==> src/rtl/bl_pkg.sv <==
package bl_pkg;

    // default brightness width; the duty word is twice as wide
    localparam int LVL_W_DEF = 8;

    typedef enum logic [2:0] {
        ST_IDLE  = 3'd0,
        ST_SCALE = 3'd1,
        ST_DIV   = 3'd2,
        ST_MUL   = 3'd3,
        ST_RND   = 3'd4,
        ST_DONE  = 3'd5
    } conv_state_e;

endpackage

==> src/rtl/bl_level_scale.sv <==
// Widens a brightness level to an unsigned 1.(2*LVL_W) fraction by
// replicating its bits three times and rounding on the top dropped bit.
module bl_level_scale #(
    parameter int LVL_W = 8,
    localparam int SCL_W = 2 * LVL_W + 1
) (
    input  logic [LVL_W-1:0] level,
    output logic [SCL_W-1:0] frac
);
    localparam int EXT_W = 3 * LVL_W;

    logic [EXT_W-1:0] ext;

    always_comb begin
        ext  = {3{level}};
        frac = SCL_W'(ext[EXT_W-1:LVL_W]) + SCL_W'(ext[LVL_W-1]);
    end
endmodule

==> src/rtl/bl_shift_round.sv <==
// Shifts a product right by n and adds bit (n-1) as a rounding term.
module bl_shift_round #(
    parameter int PROD_W = 49,
    parameter int OUT_W  = 16,
    parameter int NW     = 5
) (
    input  logic [PROD_W-1:0] prod,
    input  logic [NW-1:0]     n,
    output logic [OUT_W-1:0]  res
);
    localparam int IDX_W = $clog2(PROD_W);

    logic [IDX_W-1:0] rb_idx;
    logic             rb;

    always_comb begin
        rb_idx = IDX_W'(n - 1'b1);
        rb     = prod[rb_idx];
        res    = OUT_W'(prod >> n) + OUT_W'(rb);
    end
endmodule

==> src/rtl/bl_restoring_div.sv <==
// Restoring divider: one quotient bit per cycle, NUM_W cycles per divide.
module bl_restoring_div #(
    parameter int NUM_W = 33,
    parameter int DEN_W = 16
) (
    input  logic             clk,
    input  logic             rst_n,
    input  logic             start,
    input  logic [NUM_W-1:0] dividend,
    input  logic [DEN_W-1:0] divisor,
    output logic             done,
    output logic [NUM_W-1:0] quot
);
    localparam int CNT_W = $clog2(NUM_W + 1);

    typedef struct packed {
        logic             busy;
        logic             done;
        logic [CNT_W-1:0] cnt;
        logic [DEN_W-1:0] rem;
        logic [NUM_W-1:0] acc;
        logic [DEN_W-1:0] dsr;
    } div_regs_t;

    div_regs_t div_d, div_q;
    logic [DEN_W:0] trial;
    logic           qbit;

    always_comb begin
        div_d      = div_q;
        div_d.done = 1'b0;
        trial      = {div_q.rem, div_q.acc[NUM_W-1]};
        qbit       = 1'b0;
        if (start) begin
            div_d.busy = 1'b1;
            div_d.cnt  = CNT_W'(NUM_W);
            div_d.rem  = '0;
            div_d.acc  = dividend;
            div_d.dsr  = divisor;
        end else if (div_q.busy) begin
            if (trial >= {1'b0, div_q.dsr}) begin
                qbit      = 1'b1;
                div_d.rem = DEN_W'(trial - {1'b0, div_q.dsr});
            end else begin
                div_d.rem = DEN_W'(trial);
            end
            div_d.acc = {div_q.acc[NUM_W-2:0], qbit};
            div_d.cnt = div_q.cnt - 1'b1;
            if (div_q.cnt == CNT_W'(1)) begin
                div_d.busy = 1'b0;
                div_d.done = 1'b1;
            end
        end
    end

    always_ff @(posedge clk) begin
        if (!rst_n) begin
            div_q <= '0;
        end else begin
            div_q <= div_d;
        end
    end

    assign done = div_q.done;
    assign quot = div_q.acc;
endmodule

==> src/rtl/bl_duty_conv.sv <==
module bl_duty_conv #(
    parameter int LVL_W = bl_pkg::LVL_W_DEF,
    localparam int DUTY_W = 2 * LVL_W,
    localparam int CNT_W  = $clog2(DUTY_W)
) (
    input  logic              clk,
    input  logic              rst_n,
    input  logic              in_valid,
    output logic              in_ready,
    input  logic              in_mode,
    input  logic [LVL_W-1:0]  in_level,
    input  logic [DUTY_W-1:0] in_duty,
    input  logic [DUTY_W-1:0] in_period,
    input  logic [CNT_W-1:0]  in_bitcnt,
    output logic              out_valid,
    input  logic              out_ready,
    output logic [DUTY_W-1:0] out_data,
    output logic [LVL_W-1:0]  out_byte
);
    import bl_pkg::*;

    localparam int NW     = CNT_W + 1;
    localparam int SCL_W  = DUTY_W + 1;
    localparam int NUM_W  = 2 * DUTY_W + 1;
    localparam int PROD_W = NUM_W + DUTY_W;

    typedef struct packed {
        conv_state_e       st;
        logic              mode;
        logic [LVL_W-1:0]  lvl;
        logic [NW-1:0]     n;
        logic [DUTY_W-1:0] per;
        logic [NUM_W-1:0]  opa;
        logic [PROD_W-1:0] prod;
        logic [DUTY_W-1:0] res;
    } conv_regs_t;

    conv_regs_t cv_d, cv_q;

    logic [NW-1:0]     n_in;
    logic [SCL_W-1:0]  mask_full;
    logic [DUTY_W-1:0] per_m;
    logic [DUTY_W-1:0] per_div;
    logic [NUM_W-1:0]  num;
    logic              div_start;
    logic              div_done;
    logic [NUM_W-1:0]  div_quot;
    logic [NUM_W:0]    quot_inc;
    logic [SCL_W-1:0]  lvl_frac;
    logic [DUTY_W-1:0] rounded;

    bl_level_scale #(.LVL_W(LVL_W)) u_scale (
        .level (cv_q.lvl),
        .frac  (lvl_frac)
    );

    bl_restoring_div #(.NUM_W(NUM_W), .DEN_W(DUTY_W)) u_div (
        .clk      (clk),
        .rst_n    (rst_n),
        .start    (div_start),
        .dividend (num),
        .divisor  (per_div),
        .done     (div_done),
        .quot     (div_quot)
    );

    bl_shift_round #(.PROD_W(PROD_W), .OUT_W(DUTY_W), .NW(NW)) u_round (
        .prod (cv_q.prod),
        .n    (cv_q.n),
        .res  (rounded)
    );

    // operand preparation from the input side
    always_comb begin
        n_in      = (in_bitcnt == '0) ? NW'(DUTY_W) : NW'(in_bitcnt);
        mask_full = (SCL_W'(1) << n_in) - SCL_W'(1);
        per_m     = in_period & mask_full[DUTY_W-1:0];
        per_div   = (per_m == '0) ? '1 : per_m;
        num       = NUM_W'(in_duty) << (n_in + NW'(1));
        quot_inc  = {1'b0, div_quot} + (NUM_W+1)'(1);
    end

    // next-state
    always_comb begin
        cv_d      = cv_q;
        div_start = 1'b0;
        unique case (cv_q.st)
            ST_IDLE: begin
                if (in_valid) begin
                    cv_d.mode = in_mode;
                    cv_d.n    = n_in;
                    cv_d.lvl  = in_level;
                    if (in_mode) begin
                        cv_d.per  = per_div;
                        div_start = 1'b1;
                        cv_d.st   = ST_DIV;
                    end else begin
                        cv_d.per = per_m;
                        cv_d.st  = ST_SCALE;
                    end
                end
            end
            ST_SCALE: begin
                cv_d.opa = NUM_W'(lvl_frac);
                cv_d.st  = ST_MUL;
            end
            ST_DIV: begin
                if (div_done) begin
                    cv_d.opa = quot_inc[NUM_W:1];
                    cv_d.st  = ST_MUL;
                end
            end
            ST_MUL: begin
                cv_d.prod = PROD_W'(cv_q.opa) * PROD_W'(cv_q.per);
                cv_d.st   = ST_RND;
            end
            ST_RND: begin
                cv_d.res = rounded;
                cv_d.st  = ST_DONE;
            end
            ST_DONE: begin
                if (out_ready) begin
                    cv_d.st = ST_IDLE;
                end
            end
            default: cv_d.st = ST_IDLE;
        endcase
    end

    always_ff @(posedge clk) begin
        if (!rst_n) begin
            cv_q    <= '0;
            cv_q.st <= ST_IDLE;
        end else begin
            cv_q <= cv_d;
        end
    end

    assign in_ready  = (cv_q.st == ST_IDLE);
    assign out_valid = (cv_q.st == ST_DONE);
    assign out_data  = cv_q.res;
    assign out_byte  = cv_q.res[DUTY_W-1 -: LVL_W];
endmodule

==> config.mk <==
export PLATFORM = sky130hd
export DESIGN_NAME = bl_duty_conv
export DESIGN_NICKNAME = d
export VERILOG_FILES = /design/src/rtl/bl_pkg.sv /design/src/rtl/bl_level_scale.sv /design/src/rtl/bl_shift_round.sv /design/src/rtl/bl_restoring_div.sv /design/src/rtl/bl_duty_conv.sv
export SDC_FILE = /design/constraint.sdc
export NUM_CORES = 2
export LEC_CHECK = 0
export BUFFER_PORTS_ARGS = -buffer_cell sky130_fd_sc_hd__buf_4
export CORE_MARGIN = 5
export CORE_UTILIZATION = 55
export CTS_CLUSTER_DIAMETER = 40
export DETAILED_ROUTE_END_ITERATION = 8
export HOLD_SLACK_MARGIN = 0.1
export MAX_ROUTING_LAYER = met4
export PLACE_DENSITY_LB_ADDON = 0.15
export SLEW_MARGIN = 40
export SYNTH_ARGS = -nofsm -noshare
export SYNTH_HDL_FRONTEND = slang
export SYNTH_SLANG_ARGS = --single-unit
==> constraint.sdc <==
create_clock -name clk -period 16.8 [get_ports clk]
set_input_delay 3.36 -clock clk [delete_from_list [all_inputs] [get_ports clk]]
set_output_delay 3.36 -clock clk [all_outputs]
set_load 0.02 [all_outputs]
Word-level counts from Yosys, hierarchy flattened
Cells that the tools add are included.
{"block": "word_totals", "reg_bits": 204, "input_bits": 49, "out_inout_bits": 26, "wordCells": 72}
{"block": "op_classes", "add_sub_neg": 8, "n_mul": 1, "magnitude_cmp": 2, "n_eq_ne": 9, "shift": 3, "mux": 21, "bitwise": 3, "n_reduce_logical": 10}
{"cell": "33-bit two-way mux", "count": 2}
{"cell": "33-bit one-hot mux with 2 select lines", "count": 1}
{"cell": "57-bit two-way mux", "count": 1}
{"cell": "55-bit two-way mux", "count": 1}
{"cell": "33-bit by 16-bit multiplier with 49-bit output", "count": 1}
{"cell": "49-bit by 5-bit right shift with 16-bit output", "count": 1}
{"cell": "16-bit two-way mux", "count": 3}
{"cell": "33-bit by 1-bit adder with 34-bit output, second input constant", "count": 1}
{"cell": "16-bit by 5-bit << shifter with 33-bit output", "count": 1}
{"cell": "3-bit one-hot mux with 6 select lines", "count": 1}
{"cell": "16-bit by 1-bit adder with 17-bit output", "count": 1}
{"cell": "17-bit by 16-bit greater-or-equal comparator with 1-bit output", "count": 1}
{"cell": "16-bit by 1-bit adder with 16-bit output", "count": 1}
{"cell": "16-bit bitwise AND", "count": 1}
{"cell": "16-bit logical NOT", "count": 1}
{"cell": "1-bit by 5-bit << shifter with 16-bit output, first input constant", "count": 1}
{"cell": "16-bit subtractor", "count": 1}
{"cell": "16-bit by 2-bit subtractor with 16-bit output, second input constant", "count": 1}
{"cell": "6-bit by 7-bit less-than comparator with 1-bit output, second input constant", "count": 1}
{"cell": "1-bit binary-select mux with 6-bit select", "count": 1}
{"cell": "3-bit by 2-bit == test with 1-bit output, second input constant", "count": 2}
{"cell": "3-bit == test, second input constant", "count": 2}
{"cell": "6-bit by 1-bit == test with 1-bit output, second input constant", "count": 1}
{"cell": "1-bit two-way mux", "count": 6}
{"cell": "17 further kinds", "count": 23}

Logic depth before layout (Yosys ltp)
{"block": "depth", "depth_word": 10, "ltp_mapped": 25, "depth_no_buf": 23}

By module
A second synthesis with hierarchy kept.
{"block": "unflattened", "hier_cells": 3773, "area_unflattened_um2": 31674.1}
{"mod": "bl_duty_conv", "n_inst": 1, "cells_per_inst": 2911, "area_per_inst_um2": 23950.5, "seq_area_each_um2": 2602.5}
{"mod": "bl_restoring_div", "n_inst": 1, "cells_per_inst": 502, "area_per_inst_um2": 4307.9, "seq_area_each_um2": 1461.4}
{"mod": "bl_shift_round", "n_inst": 1, "cells_per_inst": 326, "area_per_inst_um2": 3160.5, "seq_area_each_um2": 0.0}
{"mod": "bl_level_scale", "n_inst": 1, "cells_per_inst": 34, "area_per_inst_um2": 255.2, "seq_area_each_um2": 0.0}

Worst setup path before layout
Ideal clock, no wire load.
{"block": "synth_path", "path_kind": "in2reg", "startpoint": "input in_bitcnt[2]", "endpoint": "register cv_q[101] (netlist name)", "setup_ns": 0.091, "t_arrival_ns": 6.362, "required_time_ns": 16.709, "slack_ns": 10.347, "stages": 18, "n_path_buf": 4, "path_cell_list": "buf_2 -> inv_1 -> ha_1 -> buf_2 -> a21bo_2 -> inv_1 -> ha_1 -> a211oi_1 -> a211oi_1 -> or2_1 -> o31a_1 -> o21ai_1 -> nor4bb_1 -> and4_1 -> buf_2 -> nand3_1 -> buf_2 -> a311oi_1"}
{"block": "synth_via", "elab_chain_cells": 8}
{"element": "start, declared", "line": "bl_duty_conv.sv:14", "rtl": "input logic [CNT_W-1:0] in_bitcnt,"}
{"element": "4-bit logical NOT", "line": "bl_duty_conv.sv:75", "rtl": "n_in = (in_bitcnt == '0) ? NW'(DUTY_W) : NW'(in_bitcnt);"}
{"element": "5-bit two-way mux (*)", "line": "bl_duty_conv.sv:75"}
{"element": "named net n_in[2]", "line": "bl_duty_conv.sv:40", "rtl": "logic [NW-1:0] n_in;"}
{"element": "1-bit by 5-bit << shifter with 16-bit output (*)", "line": "bl_duty_conv.sv:76", "rtl": "mask_full = (SCL_W'(1) << n_in) - SCL_W'(1);"}
{"element": "16-bit by 2-bit subtractor with 16-bit output (*)", "line": "bl_duty_conv.sv:76"}
{"element": "16-bit bitwise AND (*)", "line": "bl_duty_conv.sv:77", "rtl": "per_m = in_period & mask_full[DUTY_W-1:0];"}
{"element": "16-bit logical NOT", "line": "bl_duty_conv.sv:78", "rtl": "per_div = (per_m == '0) ? '1 : per_m;"}
{"element": "16-bit two-way mux", "line": "bl_duty_conv.sv:78"}
{"element": "16-bit two-way mux (*)", "line": "bl_duty_conv.sv:93", "rtl": "if (in_mode) begin"}
{"element": "end signal, assigned", "line": "bl_duty_conv.sv:135", "rtl": "cv_q <= cv_d;"}
{"element": "end, declared", "line": "bl_duty_conv.sv:38", "rtl": "conv_regs_t cv_d, cv_q;"}
Mark *: on every way through the listed nets, which the timed path passes. The rest lies on a longest branch.
A chain may end at the register's enable or synchronous reset.

Worst setup path in the final report
{"block": "layout_path", "startpoint": "register cv_q[92] (netlist name)", "endpoint": "register cv_q[62] (netlist name)"}
{"block": "layout_via", "elab_chain_cells": 1}
{"element": "33-bit by 16-bit multiplier with 49-bit output", "line": "bl_duty_conv.sv:114", "rtl": "cv_d.prod = PROD_W'(cv_q.opa) * PROD_W'(cv_q.per);"}
No other way between the ends.

==> results.sh <==
export IMPL_cts_root_buf="clkbuf_16"
export IMPL_n_antenna_cell=0
export IMPL_synth_edf_count=0
export IMPL_drtAntennaViolNets=0
export IMPL_endpoint_kind="register"
export IMPL_post_cts_setup_buffers=0
export IMPL_clk_latency_ns=0.55
export IMPL_drc=0
export IMPL_layout_commonest_cell="nand2_1"
export IMPL_switching_share_pct=35.8
export IMPL_synth_distinct_cells=86
export IMPL_synth_top_cells_by_area="fa_1, dfxtp_1, nand2_1"
export IMPL_dp_hpwl_mm=66.1
export IMPL_fin_skew_ns=0.0145
export IMPL_arrival_ns=7.64
export IMPL_internal_power_mw=1.27
export IMPL_hold_path_startpoint="out_data[3]"
export IMPL_synthArstFlopShare_pct=0
export IMPL_drtPass1Iterations=5
export IMPL_die_h_um=245
export IMPL_grt_total_usage_pct=29.7
export IMPL_maxCapViolations=0
export IMPL_cts_buffers=39
export IMPL_power_net_switching_uw=706
export IMPL_yosys_warnings=0
export IMPL_setup_viol=0
export IMPL_start_kind="register"
export IMPL_synthFlopType="dfxtp_1"
export IMPL_ir_worst_vdd_mv=0.107
export IMPL_grt_max_degree=82
export IMPL_leakage_nw=14.3
export IMPL_core_um2=54900
export IMPL_r2r_start="cv_q[92]"
export IMPL_drt_initial_drc_count=2022
export IMPL_path_clk_slew_ns=0.05
export IMPL_syn_nets=4158
export IMPL_pwr_density_cell_nw_per_um2=60.7
export IMPL_cts_hold_buf=0
export IMPL_die_area_um2=60000
export IMPL_syn_inst=3527
export IMPL_place_gp_congestion=0.935
export IMPL_vias=24800
export IMPL_syn_area_per_cell_um2=8.60
export IMPL_synth_seq_cells=201
export IMPL_grt_remaining_overflow=0
export IMPL_rr_endpoint="cv_q[62]"
export IMPL_setup_slack_ns=9.64
export IMPL_rows=86
export IMPL_place_ws_ns=9.51
export IMPL_path_class="reg -> reg"
export IMPL_drive_above_1_share_pct=9.04
export IMPL_portBuffers=74
export IMPL_hold_path_depth=2
export IMPL_hold_viol=0
export IMPL_rsz0062_at_grt="false"
export IMPL_p_clk_share_pct=42.5
export IMPL_synth_top_area_share_pct=28.5
export IMPL_yosysSeqAreaShare_pct=13.3
export IMPL_fin_tns_setup_ns=0
export IMPL_tightest_slew_ns=0.902
export IMPL_pwr_share_seq_pct=27.6
export IMPL_layout_common_cells="nand2_1, inv_1, fa_1"
export IMPL_wl_per_cell_um=20.6
export IMPL_crit_fanout=17
export IMPL_combPwrFrac_pct=29.9
export IMPL_fin_nets=4076
export IMPL_outcome="finished clean"
export IMPL_worstPathRequired_ns=17.28
export IMPL_relSlewSlack_pct=39.8
export IMPL_syn_cell_area_um2=30300
export IMPL_clockBufferDepth=3
export IMPL_fill_cells=4869
export IMPL_yosysTopAreaCell="fa_1"
export IMPL_first_global_vias=25800
export IMPL_cts_sinks=201
export IMPL_cts_resized=0
export IMPL_worstRegToRegCells=22
export IMPL_holdPathEnd="out_data[3]"
export IMPL_slew_viol_final=0
export IMPL_fin_crit_ns=7.16
export IMPL_grt_first_pass_wirelength_mm=139
export IMPL_grt_antenna_before_repair=1
export IMPL_final_period_utilization_pct=42.6
export IMPL_htreeDepth=2
export IMPL_pin_count=75
export IMPL_clock_fmax_mhz=140
export IMPL_syn_to_final_growth_pct=7.11
export IMPL_drt_wl_total_mm=86.2
export IMPL_vias_per_cell=5.95
export IMPL_initial_utilization_pct=55.3
export IMPL_cts_tree="built"
export IMPL_r2r_setup_slack_ns=9.64
export IMPL_fp_dieW_um=245
export IMPL_hp_class="reg -> reg"
through the flow:
stage	cells	instance area (um2)	power (mW)	util [%]	hold slack [ns]
after global placement	4104	31000	1.12	56.5	0.444
after CTS	4178	32500	1.98	59.2	0.459
after floorplan	3527	30300	0.962	-	0.432
final	4178	32500	1.97	59.2	0.454
after global routing	4178	32500	2.07	59.2	0.474
after detailed placement	4108	31100	1.14	56.7	0.451
layout make-up:
cell class	count	area [um2]	share of cell area, %
multi-input cells	2582	23400	71.9
well taps	704	881	2.71
inverters	500	1880	5.78
flip-flops and latches	201	4040	12.4
repair buffers	121	931	2.86
clock buffers	45	1040	3.20
clock inverters	25	352	1.08
worst max-delay path, stage by stage (launching register included):
cell and delay, ns:
dfxtp_1 0.91, nand2_1 0.19, fa_1 0.58, inv_1 0.05
fa_1 0.47, inv_1 0.05, fa_1 0.49, inv_1 0.05
fa_1 0.47, fa_1 0.57, inv_1 0.06, fa_1 0.53
inv_1 0.05, ha_1 0.40, and3_1 0.29, and3_1 0.20
a22oi_1 0.23, a211oi_1 0.17, a311o_1 0.40, a31oi_1 0.35
o31ai_1 0.17, nor4b_1 0.26, a221o_1 0.15
cells by family (layout without fill, tap and decap cells):
group | after synthesis | count (layout) | synth area share, %
muxes | 204 | 204 | 10.3
and+or+nand+nor | 1207 | 1207 | 18.8
AOI/OAI and AO/OA | 479 | 479 | 9.97
DFF | 201 | 201 | 13.3
xor gates and xnor gates | 110 | 110 | 3.17
buffers and inverters | 744 | 691 | 9.83
adders and majority gates | 582 | 582 | 34.7
routing by layer:
layer,vias to the layer above,global-route usage (%),wire (um)
li1,11200,-,-
met1,12400,37.5,34800
met2,954,50.5,43400
met3,203,2.78,4660
met4,0,10.3,3350
met5,-,-,0
cell usage after synthesis (15+ instances only):
library cell,n
xor2_1,37
a21oi_1,181
nor2b_1,19
mux2_2,17
a211oi_1,29
nand2b_1,16
buf_2,16
buf_4,29
nor3_1,45
mux4_1,15
and2_1,226
dfxtp_1,201
nand4_1,17
a22oi_1,19
and3_1,24
ha_1,150
xnor2_1,73
mux4_2,64
fa_1,432
o21ai_0,78
a31oi_1,15
nor2_1,182
mux2i_1,104
inv_1,499
nand2_1,562
a21o_1,27
nand3_1,51
clkbuf_1,182
a311oi_1,19
state kept, by name, indices dropped and copies added, names as in the netlist:
signal and count:
cv_q 112, out_data 16, u_div.div_q 39, u_div.done 1
u_div.quot 33
worst max-delay path by stage:
stage | startpoint | to | depth (start not counted)
6_report | cv_q[92] | cv_q[62] | 22
5_1_grt | cv_q[82] | cv_q[62] | 20
4_1_cts | cv_q[72] | cv_q[62] | 22
3_5_place_dp | in_bitcnt[1] | cv_q[108] | 15
3_3_place_gp | in_bitcnt[0] | cv_q[100] | 15
2_1_floorplan | in_bitcnt[2] | cv_q[101] | 18
power by group through the flow:
stage	clock network [mW]	registers (mW)	logic, mW
finish	0.838	0.544	0.591
CTS	0.851	0.542	0.588
detailed placement	0	0.552	0.585
floorplan	0	0.535	0.427
global route	0.874	0.547	0.647
global placement	0	0.551	0.571
Power figures use the tool's default switching activity.
